==> src/rtl/prio_irq_pkg.sv <==
package prio_irq_pkg;
   typedef enum logic [2:0] {
      A_EN_SET   = 3'd0,
      A_EN_CLR   = 3'd1,
      A_EN_RD    = 3'd2,
      A_TYPE     = 3'd3,
      A_PRIO     = 3'd4,
      A_THR      = 3'd5,
      A_EDGE_CLR = 3'd6
   } reg_addr_e;

   localparam int ADDR_W       = 3;
   localparam int PRIO_IDX_LSB = 8;
endpackage

==> src/rtl/irq_cfg_regs.sv <==
module irq_cfg_regs
   import prio_irq_pkg::*;
#(
   parameter int N_LINES = 32,
   parameter int PRIO_W  = 3,
   parameter int DATA_W  = 32,
   parameter int ID_W    = 5
) (
   input  logic                      clk,
   input  logic                      rst_n,
   input  logic                      we,
   input  logic [ADDR_W-1:0]         addr,
   input  logic [DATA_W-1:0]         wdata,
   output logic [DATA_W-1:0]         rdata,
   output logic [N_LINES-1:0]        en,
   output logic [N_LINES-1:0]        edge_type,
   output logic [N_LINES*PRIO_W-1:0] prio_flat,
   output logic [PRIO_W-1:0]         thr,
   output logic [N_LINES-1:0]        edge_clr
);
   logic [PRIO_W-1:0] prio_q [N_LINES];
   logic [ID_W-1:0]   widx;

   assign widx     = wdata[PRIO_IDX_LSB +: ID_W];
   assign edge_clr = (we && addr == A_EDGE_CLR) ? wdata[N_LINES-1:0] : '0;

   always_ff @(posedge clk) begin
      if (!rst_n) begin
         en        <= '0;
         edge_type <= '0;
         thr       <= '0;
      end else if (we) begin
         case (addr)
            A_EN_SET: en        <= en | wdata[N_LINES-1:0];
            A_EN_CLR: en        <= en & ~wdata[N_LINES-1:0];
            A_TYPE:   edge_type <= wdata[N_LINES-1:0];
            A_THR:    thr       <= wdata[PRIO_W-1:0];
            default:  ;
         endcase
      end
   end

   for (genvar i = 0; i < N_LINES; i++) begin : g_prio
      always_ff @(posedge clk) begin
         if (!rst_n)
            prio_q[i] <= '0;
         else if (we && addr == A_PRIO && widx == ID_W'(i))
            prio_q[i] <= wdata[PRIO_W-1:0];
      end
      assign prio_flat[i*PRIO_W +: PRIO_W] = prio_q[i];
   end

   always_comb begin
      rdata = '0;
      case (addr)
         A_EN_RD: rdata[N_LINES-1:0] = en;
         A_TYPE:  rdata[N_LINES-1:0] = edge_type;
         A_THR:   rdata[PRIO_W-1:0]  = thr;
         default: rdata = '0;
      endcase
   end

   a_r2_enable_set: assert property (@(posedge clk) disable iff (!rst_n)
      (we && addr == A_EN_SET) |=> ((en & $past(wdata[N_LINES-1:0])) == $past(wdata[N_LINES-1:0])));
   a_r3_enable_clr: assert property (@(posedge clk) disable iff (!rst_n)
      (we && addr == A_EN_CLR) |=> ((en & $past(wdata[N_LINES-1:0])) == '0));
   a_r9_thr_write: assert property (@(posedge clk) disable iff (!rst_n)
      (we && addr == A_THR) |=> (thr == $past(wdata[PRIO_W-1:0])));
endmodule

==> src/rtl/irq_line_pend.sv <==
module irq_line_pend #(
   parameter int N_LINES = 32
) (
   input  logic               clk,
   input  logic               rst_n,
   input  logic [N_LINES-1:0] src,
   input  logic [N_LINES-1:0] edge_type,
   input  logic [N_LINES-1:0] clr,
   output logic [N_LINES-1:0] pending
);
   logic [N_LINES-1:0] src_q;
   logic [N_LINES-1:0] lat_q;
   logic [N_LINES-1:0] rise;

   for (genvar i = 0; i < N_LINES; i++) begin : g_line
      assign rise[i] = edge_type[i] & src[i] & ~src_q[i];

      always_ff @(posedge clk) begin
         if (!rst_n) begin
            src_q[i] <= 1'b0;
            lat_q[i] <= 1'b0;
         end else begin
            src_q[i] <= src[i];
            lat_q[i] <= (lat_q[i] & ~clr[i]) | rise[i];
         end
      end

      assign pending[i] = edge_type[i] ? lat_q[i] : src_q[i];

      a_r6_edge_capture: assert property (@(posedge clk) disable iff (!rst_n)
         (edge_type[i] && src[i] && !src_q[i]) |=> lat_q[i]);
      a_r6_edge_clear: assert property (@(posedge clk) disable iff (!rst_n)
         (clr[i] && !(edge_type[i] && src[i] && !src_q[i])) |=> !lat_q[i]);
   end
endmodule

==> src/rtl/irq_pick.sv <==
module irq_pick #(
   parameter int N_LINES = 32,
   parameter int PRIO_W  = 3,
   parameter int ID_W    = 5
) (
   input  logic                      clk,
   input  logic                      rst_n,
   input  logic [N_LINES-1:0]        pending,
   input  logic [N_LINES-1:0]        en,
   input  logic [N_LINES*PRIO_W-1:0] prio_flat,
   input  logic [PRIO_W-1:0]         thr,
   output logic                      req,
   output logic [ID_W-1:0]           id,
   output logic [PRIO_W-1:0]         prio
);
   always_comb begin
      logic [PRIO_W-1:0] p;
      prio = '0;
      id   = '0;
      for (int i = 0; i < N_LINES; i++) begin
         p = prio_flat[i*PRIO_W +: PRIO_W];
         if (pending[i] && en[i] && p != '0 && p >= thr && p > prio) begin
            prio = p;
            id   = ID_W'(i);
         end
      end
      req = (prio != '0);
   end

   a_r10_winner_eligible: assert property (@(posedge clk) disable iff (!rst_n)
      req |-> (pending[id] && en[id] && prio >= thr && prio != '0));
   a_r9_no_req_above_all: assert property (@(posedge clk) disable iff (!rst_n)
      (pending == '0) |-> !req);
endmodule

==> src/rtl/prio_irq_ctrl.sv <==
module prio_irq_ctrl
   import prio_irq_pkg::*;
#(
   parameter int N_LINES = 32,
   parameter int PRIO_W  = 3,
   parameter int DATA_W  = 32,
   localparam int ID_W   = (N_LINES > 1) ? $clog2(N_LINES) : 1
) (
   input  logic               clk,
   input  logic               rst_n,
   input  logic [N_LINES-1:0] irq_src,
   input  logic               reg_we,
   input  logic [ADDR_W-1:0]  reg_addr,
   input  logic [DATA_W-1:0]  reg_wdata,
   output logic [DATA_W-1:0]  reg_rdata,
   output logic               irq_req,
   output logic [ID_W-1:0]    irq_id,
   output logic [PRIO_W-1:0]  irq_prio
);
   if (N_LINES < 1 || N_LINES > DATA_W) begin : g_bad_lines
      $error("N_LINES must be 1..DATA_W");
   end
   if (PRIO_W < 1 || PRIO_IDX_LSB + ID_W > DATA_W || PRIO_W > PRIO_IDX_LSB) begin : g_bad_prio
      $error("priority field does not fit the write word");
   end

   logic [N_LINES-1:0]        en;
   logic [N_LINES-1:0]        edge_type;
   logic [N_LINES*PRIO_W-1:0] prio_flat;
   logic [PRIO_W-1:0]         thr;
   logic [N_LINES-1:0]        edge_clr;
   logic [N_LINES-1:0]        pending;

   irq_cfg_regs #(.N_LINES(N_LINES), .PRIO_W(PRIO_W), .DATA_W(DATA_W), .ID_W(ID_W)) u_cfg (
      .clk(clk), .rst_n(rst_n), .we(reg_we), .addr(reg_addr), .wdata(reg_wdata),
      .rdata(reg_rdata), .en(en), .edge_type(edge_type), .prio_flat(prio_flat),
      .thr(thr), .edge_clr(edge_clr)
   );

   irq_line_pend #(.N_LINES(N_LINES)) u_lines (
      .clk(clk), .rst_n(rst_n), .src(irq_src), .edge_type(edge_type),
      .clr(edge_clr), .pending(pending)
   );

   irq_pick #(.N_LINES(N_LINES), .PRIO_W(PRIO_W), .ID_W(ID_W)) u_pick (
      .clk(clk), .rst_n(rst_n), .pending(pending), .en(en), .prio_flat(prio_flat),
      .thr(thr), .req(irq_req), .id(irq_id), .prio(irq_prio)
   );

   a_r1_reset_quiet: assert property (@(posedge clk) !rst_n |=> !irq_req);
endmodule

==> config.mk <==
export PLATFORM = sky130hd
export DESIGN_NAME = prio_irq_ctrl
export DESIGN_NICKNAME = d
export VERILOG_FILES = /design/src/rtl/prio_irq_pkg.sv /design/src/rtl/irq_cfg_regs.sv /design/src/rtl/irq_line_pend.sv /design/src/rtl/irq_pick.sv /design/src/rtl/prio_irq_ctrl.sv
export SDC_FILE = /design/constraint.sdc
export NUM_CORES = 1
export LEC_CHECK = 0
export BUFFER_PORTS_ARGS = -buffer_cell sky130_fd_sc_hd__clkbuf_2
export CAP_MARGIN = 10
export CORE_MARGIN = 2
export CORE_UTILIZATION = 25
export CTS_CLUSTER_SIZE = 10
export DETAILED_ROUTE_END_ITERATION = 8
export SLEW_MARGIN = 30
export SYNTH_ARGS = -nofsm -noshare
export SYNTH_HDL_FRONTEND = slang
export SYNTH_SLANG_ARGS = --single-unit
export TNS_END_PERCENT = 10
==> constraint.sdc <==
create_clock -name clk -period 44.2 [get_ports clk]
set_clock_uncertainty 0.15 [all_clocks]
set_input_delay 2.21 -clock clk [delete_from_list [all_inputs] [get_ports clk]]
set_output_delay 2.21 -clock clk [all_outputs]
set_load 0.01 [all_outputs]
==> summary.md <==
| Metric | Value |
|---|---|
| Total grt overflow | 0 |
| Relative slew slack | 40.3% |
| Mean Syn Cell Area | about 8.5 sq um |
| Final setup viols | 0 |
| DIE WIDTH | between 200 and 300 um |
| Leak | 7.63 nW |
| Max-slew violations | 0 |
| Max Cap Viol | 0 |
| I/O Pins | around 110 |
| Sequential-to-total area share from yosys stat | approximately a third |
| P&R area growth vs syn | 24.5% |
| Synthesized net count | between 2000 and 2500 |
| Final wirelength | 54.9 mm |
| CTS buffer count | 28 |
| Met2 wire length | around 25 mm |
| Gp weighted congestion | approximately 0.93 |
| Total Power | roughly 560 uW |
| Synth Area in XOR/XNOR | 0% |
| Cell depth of the worst setup path | approximately 220 |
| Fmax | 23.2 MHz |
| Max Root-Sink Buffers | 3 |
| Clock sink total | 227 |
| Pre-CTS setup slack | -1.29 ns |
| Worst IR drop on VDD | about 0.000025 V |
| First-pass GRT wire length | just over 80 mm |
| Yosys warnings | 0 |
| Post-synthesis mux area share | about 2.6% |
| Hold_ws | approximately 0.33 ns |
| Min Tclk post-route | 43.08 ns |
| Worst path bufs/invs | 8 |
| Cell Rows | 92 |
| R2R setup slack | between 40 and 50 ns |
| Worst-Skew Late Latency | about 0.56 ns |
| Adder-cell share of the synthesized area | a little under an eighth |
| DR iter-0 viols | between 1500 and 2000 |
| Mapped Cells | between 1500 and 2000 |
| Slowest CP cell | edfxtp_1 |
| Worst Max-Slew Pin Slew | approximately 0.9 ns |
| EDFF count, synth | 96 |
| Utilization after layout | about a third |
| Req. time, crit path | 41.84 ns |
| Uppermost layer routed | met5 |
| Proportion of layout cells with a drive suffix above 1 | 21.6% |
| Worst setup margin | 1.12 ns |
| DP HPWL | 38.7 mm |
| Routed Antenna Nets | 0 |
| Vias per inst | 5.25 |
| RR Endpoint | u_cfg.thr[0] |
| Startpoint types | flip-flop |
| Commonest non-fill, non-tap cell in the layout | nand2_1 |
| Most frequent cells in the layout | 200 x nand2_1, 147 x and2_1, 141 x nor2_1, 135 x a21oi_1, 130 x dfxtp_1 |
| H-tree depth | 1 |
| Worst hold path class | reg -> reg |
| Family with the most delay on the worst path | compound AO/OA/AOI/OAI gates |
| Period utilisation layout | a little over nine tenths |
| Setup CP Type | reg -> out |
| Die Height | 257 um |
| Core Area | between 60000 and 70000 sq um |
| Endpoint arrival time on the critical path | 40.72 ns |
| Critical path endpoint | irq_req |
| Mapped Area | approximately 16000 sq um |
| Ys async rst share | 0% |
| Crit-path most repeated cell | ha_4 |
| #FFs+latches synth | roughly 230 |
| Initial core utilization | approximately 25% |
| Die Area | about 66000 sq um |
| Main combinational cell family by area after synthesis | compound AO/OA/AOI/OAI gates |
| Vias in the first global route | between 10000 and 15000 |
| CTS tree | yes |
| M1 WL | 24.3 mm |
| Total GRT Usage | between 15 and 20% |
| Largest net degree at the start of global routing | 100 |
| CP max stage delay | 0.45 ns |
| Crit path from | u_cfg.prio_q[0][2] |
| Library cells used by synthesis | 100 |
| Status | completed |
| Worst Reg-to-Reg Cells | 3 |
| Synth Area in Simple Gates | between 20% and 30% |
| Main synth FF type | dfxtp_1 |
| Initial antenna violation count | 4 |
| Clock transition at path regs | roughly 0.060 ns |
| Drt first pass iters | 7 |
| R2R Path Start | u_cfg.thr[0] |
| Synth Area in Compound Gates | between 20% and 30% |
| Crit path max fanout | 7 |
| Final #Nets | between 2000 and 2500 |
| Avg WL per Cell | approximately 19 um |
| CTS root buf | clkbuf_16 |
| DRC viols | 0 |
| Hold violation total from the final report | 0 |
| Setup TNS | 0 ns |
| Power Density | roughly 28 nW/um^2 |
| Element type at the critical path end | output port |
| Port bufs | 110 |
| DR vias | 15300 |
| Wire length on met3 | between 4 and 5 mm |
==> cells by family after synthesis <==
logic type / after synthesis
AND/OR/NAND/NOR: 740
AO/OA/AOI/OAI: 561
flip-flops: 227
buffers and inverters: 170
adder cells (fa/ha/maj): 148
multiplexers: 39
==> per-stage QoR <==
stage,std cells,instance area (sq um)
6_report,2916,19900
3_5_place_dp,2806,17600
3_3_place_gp,2806,17600
5_1_grt,2915,19900
4_1_cts,2866,18700
2_1_floorplan,1885,16000
==> Yosys cell counts, types with 8 or more instances <==
cell type / instances / area (sq um)
o221ai_1: 10 / 87.6
nand4_1: 8 / 50.1
nand2_1: 215 / 807
o211ai_1: 15 / 113
clkbuf_1: 67 / 251
o21a_1: 29 / 218
edfxtp_1: 96 / 2880
a31oi_1: 13 / 81.3
o31ai_1: 27 / 203
mux2_2: 10 / 113
dfxtp_1: 131 / 2620
nor3_1: 37 / 185
a21o_1: 30 / 225
nor2b_1: 24 / 150
and3_1: 16 / 100
nand2b_1: 38 / 238
nor2_1: 167 / 627
o21ai_0: 98 / 490
a22o_1: 32 / 280
and2_1: 149 / 932
inv_1: 98 / 368
nand3_1: 36 / 180
a311oi_1: 33 / 289
o31a_1: 9 / 78.8
ha_1: 133 / 1660
mux2i_1: 25 / 250
or2_2: 9 / 56.3
a32oi_1: 29 / 254
a21oi_1: 150 / 751
maj3_1: 14 / 140
==> power breakdown <==
group          internal, mW  switching (mW)  total, mW
logic                0.0426          0.0582      0.101
clock network         0.126          0.0927      0.218
registers             0.227          0.0109      0.238
==> per-layer routing <==
metal	track usage, %	vias to the layer above
li1	-	7251
met1	20.9	7391
met2	25.0	551
met3	3.99	105
met4	3.02	4
met5	0	-
==> how the worst min path moves through the flow <==
stage	from	end	slack, ns	depth (start not counted)
6_report	u_cfg.thr[2]	u_cfg.thr[2]	0.33	2
5_1_grt	u_cfg.thr[2]	u_cfg.thr[2]	0.35	2
4_1_cts	u_lines.lat_q[11]	u_lines.lat_q[11]	0.33	2
3_5_place_dp	u_lines.lat_q[11]	u_lines.lat_q[11]	0.32	2
3_3_place_gp	u_lines.lat_q[18]	u_lines.lat_q[18]	0.31	2
2_1_floorplan	u_lines.lat_q[18]	u_lines.lat_q[18]	0.30	2
==> tightest hold or removal path: cells and delay by family (launching register included) <==
kind / cells / cell delay, ns
DFF: 1 / 0.33
AOI/OAI and AO/OA: 1 / 0.06
and+or+nand+nor: 1 / 0.05
==> area by class of cell <==
class | instances | area [sq um]
Antenna cell | 1 | 2.50
Clock buffer | 42 | 774
Clock inverter | 5 | 62.6
Fill cell | 6512 | 43300
Inverter | 99 | 373
Multi-Input combinational cell | 1488 | 10800
Sequential cell | 227 | 5510
Tap cell | 846 | 1060
Timing Repair Buffer | 208 | 1330
==> repair_timing <==
action	CTS	global route
hold buffers	0	0
buffers inserted	13	50
endpoints found under the setup margin	9	9
pin swaps	13	129
gates resized for setup	45	179
Note: power is estimated with default switching activity, not from simulation.
